$ cat src/rtl/cpu_rst_pkg.sv
package cpu_rst_pkg;

    localparam int unsigned DW = 8;

    localparam logic [DW-1:0] PON_STATUS = 8'h34;
    localparam logic [DW-1:0] PON_SP     = 8'hFD;
    localparam logic [DW-1:0] IMASK_BIT  = 8'h04;
    localparam logic [DW-1:0] STACK_PAGE = 8'h01;

    typedef enum logic [1:0] {
        SQ_IDLE = 2'd0,
        SQ_PUSH = 2'd1,
        SQ_DONE = 2'd2,
        SQ_HOLD = 2'd3
    } seq_state_e;

    typedef enum logic [2:0] {
        SEL_A  = 3'd0,
        SEL_X  = 3'd1,
        SEL_Y  = 3'd2,
        SEL_SP = 3'd3,
        SEL_P  = 3'd4
    } reg_sel_e;

    typedef struct packed {
        logic [DW-1:0] a;
        logic [DW-1:0] x;
        logic [DW-1:0] y;
        logic [DW-1:0] sp;
        logic [DW-1:0] p;
    } cpu_regs_t;

    function automatic cpu_regs_t power_on_regs();
        cpu_regs_t r;
        r.a  = '0;
        r.x  = '0;
        r.y  = '0;
        r.sp = PON_SP;
        r.p  = PON_STATUS;
        return r;
    endfunction

    function automatic logic [2*DW-1:0] stack_addr(input logic [DW-1:0] sp);
        return {STACK_PAGE, sp};
    endfunction

endpackage

$ cat src/rtl/rst_seq_ctrl.sv
module rst_seq_ctrl
    import cpu_rst_pkg::*;
#(
    parameter int unsigned PUSH_CYCLES = 3
) (
    input  logic       clk,
    input  logic       por,
    input  logic       warm_rst,
    output logic       enter,
    output logic       push_act,
    output logic       idle,
    output logic       done
);
    localparam int unsigned CW = (PUSH_CYCLES > 1) ? $clog2(PUSH_CYCLES) : 1;
    localparam logic [CW-1:0] LAST = CW'(PUSH_CYCLES - 1);

    seq_state_e    state;
    logic [CW-1:0] cnt;

    always_ff @(posedge clk) begin
        if (por) begin
            state <= SQ_IDLE;
            cnt   <= '0;
        end else begin
            unique case (state)
                SQ_IDLE: begin
                    if (warm_rst) begin
                        state <= SQ_PUSH;
                        cnt   <= '0;
                    end
                end
                SQ_PUSH: begin
                    if (cnt == LAST) state <= SQ_DONE;
                    else             cnt   <= cnt + 1'b1;
                end
                SQ_DONE: state <= SQ_HOLD;
                SQ_HOLD: if (!warm_rst) state <= SQ_IDLE;
                default: state <= SQ_IDLE;
            endcase
        end
    end

    always_comb begin
        idle     = (state == SQ_IDLE);
        enter    = idle && warm_rst && !por;
        push_act = (state == SQ_PUSH);
        done     = (state == SQ_DONE);
    end

endmodule

$ cat src/rtl/rst_regfile.sv
module rst_regfile
    import cpu_rst_pkg::*;
(
    input  logic          clk,
    input  logic          por,
    input  logic          enter,
    input  logic          push_act,
    input  logic          idle,
    input  logic          ld_en,
    input  logic [2:0]    ld_sel,
    input  logic [DW-1:0] ld_data,
    output cpu_regs_t     regs
);
    always_ff @(posedge clk) begin
        if (por) begin
            regs <= power_on_regs();
        end else if (enter) begin
            regs.p <= regs.p | IMASK_BIT;
        end else if (push_act) begin
            regs.sp <= regs.sp - 8'd1;
        end else if (ld_en && idle) begin
            case (reg_sel_e'(ld_sel))
                SEL_A:   regs.a  <= ld_data;
                SEL_X:   regs.x  <= ld_data;
                SEL_Y:   regs.y  <= ld_data;
                SEL_SP:  regs.sp <= ld_data;
                SEL_P:   regs.p  <= ld_data;
                default: ;
            endcase
        end
    end

endmodule

$ cat src/rtl/rst_bus_drv.sv
module rst_bus_drv
    import cpu_rst_pkg::*;
#(
    parameter int unsigned ADDR_W = 16
) (
    input  logic              push_act,
    input  logic              wr_block,
    input  logic [DW-1:0]     sp,
    output logic              bus_req,
    output logic              bus_rnw,
    output logic [ADDR_W-1:0] bus_addr
);
    always_comb begin
        bus_req  = push_act;
        bus_rnw  = !(push_act && !wr_block);
        bus_addr = push_act ? ADDR_W'(stack_addr(sp)) : '0;
    end

endmodule

$ cat src/rtl/cpu_rst_seq.sv
module cpu_rst_seq
    import cpu_rst_pkg::*;
#(
    parameter int unsigned ADDR_W      = 16,
    parameter int unsigned PUSH_CYCLES = 3
) (
    input  logic              clk,
    input  logic              por,
    input  logic              warm_rst,
    input  logic              ld_en,
    input  logic [2:0]        ld_sel,
    input  logic [7:0]        ld_data,
    output logic              bus_req,
    output logic              bus_rnw,
    output logic [ADDR_W-1:0] bus_addr,
    output logic              seq_done,
    output logic [7:0]        reg_a,
    output logic [7:0]        reg_x,
    output logic [7:0]        reg_y,
    output logic [7:0]        reg_sp,
    output logic [7:0]        reg_p
);
    logic      enter;
    logic      push_act;
    logic      idle;
    cpu_regs_t regs;

    rst_seq_ctrl #(.PUSH_CYCLES(PUSH_CYCLES)) u_ctrl (
        .clk      (clk),
        .por      (por),
        .warm_rst (warm_rst),
        .enter    (enter),
        .push_act (push_act),
        .idle     (idle),
        .done     (seq_done)
    );

    rst_regfile u_regs (
        .clk      (clk),
        .por      (por),
        .enter    (enter),
        .push_act (push_act),
        .idle     (idle),
        .ld_en    (ld_en),
        .ld_sel   (ld_sel),
        .ld_data  (ld_data),
        .regs     (regs)
    );

    // Reset entry: the push intent of the shared entry sequence is always blocked.
    rst_bus_drv #(.ADDR_W(ADDR_W)) u_bus (
        .push_act (push_act),
        .wr_block (1'b1),
        .sp       (regs.sp),
        .bus_req  (bus_req),
        .bus_rnw  (bus_rnw),
        .bus_addr (bus_addr)
    );

    assign reg_a  = regs.a;
    assign reg_x  = regs.x;
    assign reg_y  = regs.y;
    assign reg_sp = regs.sp;
    assign reg_p  = regs.p;

endmodule

$ cat config.mk
export PLATFORM = sky130hd
export DESIGN_NAME = cpu_rst_seq
export DESIGN_NICKNAME = d
export VERILOG_FILES = /design/src/rtl/cpu_rst_pkg.sv /design/src/rtl/rst_seq_ctrl.sv /design/src/rtl/rst_regfile.sv /design/src/rtl/rst_bus_drv.sv /design/src/rtl/cpu_rst_seq.sv
export SDC_FILE = /design/constraint.sdc
export NUM_CORES = 1
export LEC_CHECK = 0
export CAP_MARGIN = 10
export CORE_ASPECT_RATIO = 1.1
export CORE_MARGIN = 5
export CORE_UTILIZATION = 30
export CTS_CLUSTER_DIAMETER = 200
export DETAILED_ROUTE_END_ITERATION = 8
export PLACE_DENSITY = 0.59
export SYNTH_ARGS = -nofsm -noshare
export SYNTH_HDL_FRONTEND = slang
export SYNTH_SLANG_ARGS = --single-unit
$ cat constraint.sdc
create_clock -name clk -period 2.3 [get_ports clk]
set_clock_uncertainty 0.2 [all_clocks]
set_input_delay 0.575 -clock clk [delete_from_list [all_inputs] [get_ports clk]]
set_output_delay 0.575 -clock clk [all_outputs]
set_load 0.01 [all_outputs]
Yosys cells after proc, flatten, opt, wreduce, memory -nomap -nowiden

Index checks and enable logic that the tools add are counted.

Flip-flop bits (word level): 44
Latch bits: 0
RAM bits: 0
Memory bits (read-only): 0
Bits of input ports: 15
Output and inout port bits: 59
Word-level logic and storage cells: 54
Memories: 0

Add/sub/neg operators: 2
Multipliers: 0
Divide/modulo/power cells: 0
Order comparisons: 0
Eq/ne operators: 12
Shifts and indexed selects: 0
Mux-type cells: 12
Bitwise logic cells: 2
Reduce and logical (&&, ||, !) cells: 18

Operator list:

| kind                | number |
|---|---|
| $mux 8              | 3 |
| $mux 16             | 1 |
| $reduce_and 4->1    | 4 |
| $reduce_and 3->1    | 4 |
| $mux 2              | 5 |
| $mux 9              | 1 |
| $ne 2x2->1 const B  | 4 |
| $pmux 2 s4          | 1 |
| $sub 8x1->8 const B | 1 |
| $eq 2x2->1 const B  | 3 |
| $eq 3x2->1 const B  | 2 |
| $reduce_bool 2->1   | 3 |
| $pmux 2 s2          | 1 |
| $eq 3x1->1 const B  | 1 |
| $eq 3x3->1 const B  | 1 |
| $logic_and 1x1->1   | 3 |
| $logic_not 3->1     | 1 |
| $add 2x1->2 const B | 1 |
| $eq 2x1->1 const B  | 1 |
| $logic_not 2->1     | 1 |
| $not 1->1           | 2 |
| $reduce_or 2->1     | 1 |
| $logic_not 1->1     | 1 |

Logic depth before layout (Yosys ltp)

Word-level depth: 5
Gate-level depth with buffers: 8
Gate-level depth less buffers: 6

Modules after synthesis

Synthesis repeated with hierarchy kept, for this count alone.

Cell total of the unflattened synthesis: 228
Area, all modules: 2143.3 um^2

By module, submodules not included:

| module       | instances | cells an instance | area an instance (um^2) | seq. area each (um^2) |
|---|---|---|---|---|
| rst_regfile  | 1         | 171               | 1691.6                  | 800.8 |
| rst_seq_ctrl | 1         | 37                | 320.3                   | 80.1 |
| rst_bus_drv  | 1         | 19                | 127.6                   | 0.0 |
| cpu_rst_seq  | 1         | 1                 | 3.8                     | 0.0 |

Least setup slack after synthesis

OpenSTA, ideal clock, no wires.

Path type: flip-flop to flip-flop
Start: reg u_ctrl.state[1]
End: reg, netlist name u_regs.regs[16]
Library setup time: 0.128 ns
Data arrival time: 1.748 ns
Data required time: 1.972 ns
Path slack: 0.224 ns
Cell stages (with the launch flop): 7
Path buffers: 0
Clock period less this slack: 2.076 ns
Path through: dfxtp_1 > inv_1 > ha_1 > nand3b_4 > nor4_4 > mux2i_1 > nor2_1

Elaborated cells on any way between the ends: 8
Those cells by class: eq/ne: 1; bitwise: 2; reduce/logical: 5

RTL lines:

| item                              | RTL line           | text |
|---|---|---|
| start: declaration                | rst_seq_ctrl.sv:17 | `seq_state_e state;` |
| start signal: assignment          | rst_seq_ctrl.sv:22 | `state <= SQ_IDLE;` |
| start signal: assignment          | rst_seq_ctrl.sv:28 | `state <= SQ_PUSH;` |
| start signal: assignment          | rst_seq_ctrl.sv:33 | `if (cnt == LAST) state <= SQ_DONE;` |
| $eq 2x1->1                        | rst_seq_ctrl.sv:46 | `push_act = (state == SQ_PUSH);` |
| net bus_req                       | cpu_rst_seq.sv:13  | `output logic bus_req,` |
| $not 1->1 (no source line)        | --                 |  |
| $reduce_and 4->1 (no source line) | --                 |  |

The timed path passes the listed nets, and every way through them passes these cells.
A chain may end at the register's enable or synchronous reset.

Worst setup path in the final report

Start: reg u_ctrl.state[1]
End: out bus_addr[6]

Word-level cells in the longest chain between the ends: 2

Ends and longest elaborated chain:

| item             | RTL line           | text |
|---|---|---|
| $eq 2x1->1       | rst_seq_ctrl.sv:46 |  |
| $mux 9           | rst_bus_drv.sv:16  | `bus_addr = push_act ? ADDR_W'(stack_addr(sp)) : '0;` |
| end: declaration | cpu_rst_seq.sv:15  | `output logic [ADDR_W-1:0] bus_addr,` |

No other way between the ends.

==> metrics <==
IO Count 74; Mapped Avg Cell Area slightly above 9 um^2; root buffer cell clkbuf_8; starting density of the core between 30% and 40%; GP Congestion roughly 0.81; Sequential Power Share between 30% and 40%; Clk network pwr share 23.2%; Static Leak ~1.2 nW; Buffers & Inverters on Critical Path 3; Reg clk slew, reported paths around 0.090 ns; final hold slack 0.266 ns; post-DR wirelength/cell approximately 14 um; Nets ~330; Final Cycle Share between 90% and 100%; number of antenna repair diodes 0; Mapped Cells about 230; PD cells 889 nW/um^2; Skew-Pair Late Insertion Delay between 0.2 and 0.3 ns; Vias 1,832; CTS buffer count 5; grt total ovfl 0; Max Fclk about 0.44 GHz; unrepaired setup endpoints after global routing yes; largest net degree at the start of global routing 33; clock buffer depth 2; Setup violations, final 0; P_int approximately 1.8 mW; postcts setup bufs 0; port bufs 65; vias in the first global route between 1,500 and 2,000; Clock Sinks 44; highest-count cells in the layout ignoring fill and taps clkdlybuf4s50_1, dfxtp_1, nor2_1; Largest delay share family, worst path buffers and inverters; status complete, no violations; number of flops mapped to enable cells by yosys 0; Pre-antenna DRT Iters 4; post-DP HPWL around 4200 um; Netlist cell types 44; fin crit period about 2.2 ns; vias per cell approximately 4.7; Row Count 32; first-pass GRT wire length approximately 9300 um; Fin. Hold Viols 0; CTS tree yes; initial antenna violation count 0; Mapped Area roughly 2100 um^2; Yosys reg bits between 40 and 50; Post-synth ARST share 0%; sequential cell area fraction in the yosys report 41.0%; Cell Chain, Critical Path inv_1 > ha_2 > buf_4 > and2_1 > dlygate4sd2_1; final slew viol count 0; Max-Cap Viols 0; Power Total 2.73 mW; startpoint types flip-flop; die area around 9000 um^2; DRT Wirelength between 5000 and 6000 um; Data arrival, critical path about 1.5 ns; switching power share of the total approximately a third; area grow syn2layout 43.1%; Die W between 90 and 100 um; antenna viol nets, final 0; Setup WS pre-CTS -0.0984 ns; final critical-path setup slack around 0.053 ns; slowest CP cell dfxtp_2; crit-path max FO 6; Die Y 98.8 um; drc violations 0; Worst VDD drop 439 uV; top_reg_cell synth dfxtp_1; switching power total 958 uW; Starting DRT DRC Count 81; gr usage total roughly an eighth; synth warn 0; CORE AREA ~7000 um^2; Combinational Power Share between 40% and 50%; worst setup path class reg2out; most common cell after layout, fill and taps aside clkdlybuf4s50_1; max incr delay on CP 0.36 ns; Worst Hold Class reg2reg; CP endpoint kind output port; share of post-route cells with drive strength above 1 11.4%; Critical Path RT 1.52 ns; H-tree lvl count 2
[worst register-to-register path: stages, from the launching register on]
cell and delay, ns:
dfxtp_2 0.36, inv_1 0.07, ha_2 0.18, buf_4 0.18
nand3b_4 0.20, nor4_4 0.33, buf_4 0.22, mux2i_1 0.20
nor2_1 0.05
[synthesized netlist by cell type (2+ instances only)]
library cell | number | share of area, %
a31oi_1 | 2 | 0.58
a211o_1 | 3 | 1.2
buf_2 | 4 | 0.93
conb_1 | 2 | 0.35
a21oi_1 | 4 | 0.93
nor4_4 | 2 | 2.0
clkbuf_1 | 7 | 1.2
o21bai_1 | 2 | 0.70
nand2b_1 | 3 | 0.87
a221oi_1 | 3 | 1.2
ha_1 | 6 | 3.5
nand2_1 | 7 | 1.2
a221o_1 | 3 | 1.4
and2_1 | 5 | 1.5
xor2_1 | 2 | 0.82
dfxtp_1 | 44 | 41
inv_1 | 12 | 2.1
nor4_1 | 2 | 0.58
a211oi_1 | 2 | 0.70
nor3_1 | 5 | 1.2
a21o_1 | 2 | 0.70
mux2i_1 | 31 | 14
nor2_1 | 42 | 7.3
nor2b_1 | 2 | 0.58
o21ai_0 | 5 | 1.2
buf_4 | 10 | 3.5
and3b_1 | 2 | 0.82
[cells by family (layout without fill, tap and decap cells)]
kind of cell / after synthesis / after routing / share of synthesized area, %
adder cells (fa/ha/maj): 6 / 6 / 3.49
flip-flops: 44 / 44 / 41.0
other: 2 / 8 / 0.349
buffers and inverters: 33 / 103 / 7.74
XOR/XNOR: 2 / 2 / 0.815
multiplexers: 31 / 31 / 14.4
AO/OA/AOI/OAI: 35 / 35 / 12.5
AND/OR/NAND/NOR: 78 / 78 / 19.7
[worst paths after layout]
kind | endpoint | depth (start not counted) | slack, ns | from
setup reg to reg | u_regs.regs[31] | 8 | 0.20 | u_ctrl.state[1]
setup / recovery | bus_addr[6] | 5 | 0.05 | u_ctrl.state[1]
hold / removal | u_regs.regs[4] | 1 | 0.27 | u_regs.regs[4]
hold reg to reg | u_regs.regs[4] | 1 | 0.27 | u_regs.regs[4]
[sequential cells by signal, summed over array words and instances (netlist names)]
signal        count
u_ctrl.cnt        2
u_ctrl.state      2
u_regs.regs      40
[power groups by stage]
stage               Combinational, mW  Clock [mW]  Sequential, mW
floorplan                       0.673           0           0.982
global route                     1.28       0.687           0.957
CTS                              1.17       0.659           0.941
finish                           1.16       0.636           0.941
global placement                 1.22           0           0.955
detailed placement               1.23           0           0.956
[routing by layer]
layer  GRT usage, %  up-vias  part of all wire (%)
li1               -      932                     -
met1           17.4      842                    49
met2           19.4       53                    44
met3           3.28        5                   5.9
met4           3.78        0                   1.0
met5              0        -                     0
[cell type report]
class / instances / area, um^2
Fill cell: 689 / 3930
Multi-Input combinational cell: 160 / 1130
Sequential cell: 44 / 882
Timing Repair Buffer: 83 / 787
Tap cell: 85 / 106
Clock buffer: 6 / 82.6
Inverter: 12 / 45.0
Clock inverter: 2 / 38.8
[stage by stage]
step	TNS (ns)	util (%)	cells	area, um^2
after global routing	-0.0806	43.9	392	3080
after CTS	0	43.9	392	3070
final	0	43.9	392	3080
after floorplan	0	-	237	2170
after global placement	-1.30	42.3	384	2960
after detailed placement	-1.50	42.3	384	2960
[timing repair]
action / CTS / global route
hold endpoints to repair: 0 / 0
hold buffers: 0 / 0
resized for setup: 12 / 1
endpoints found under the setup margin: 10 / 5
Note: power is estimated with default switching activity, not from simulation.
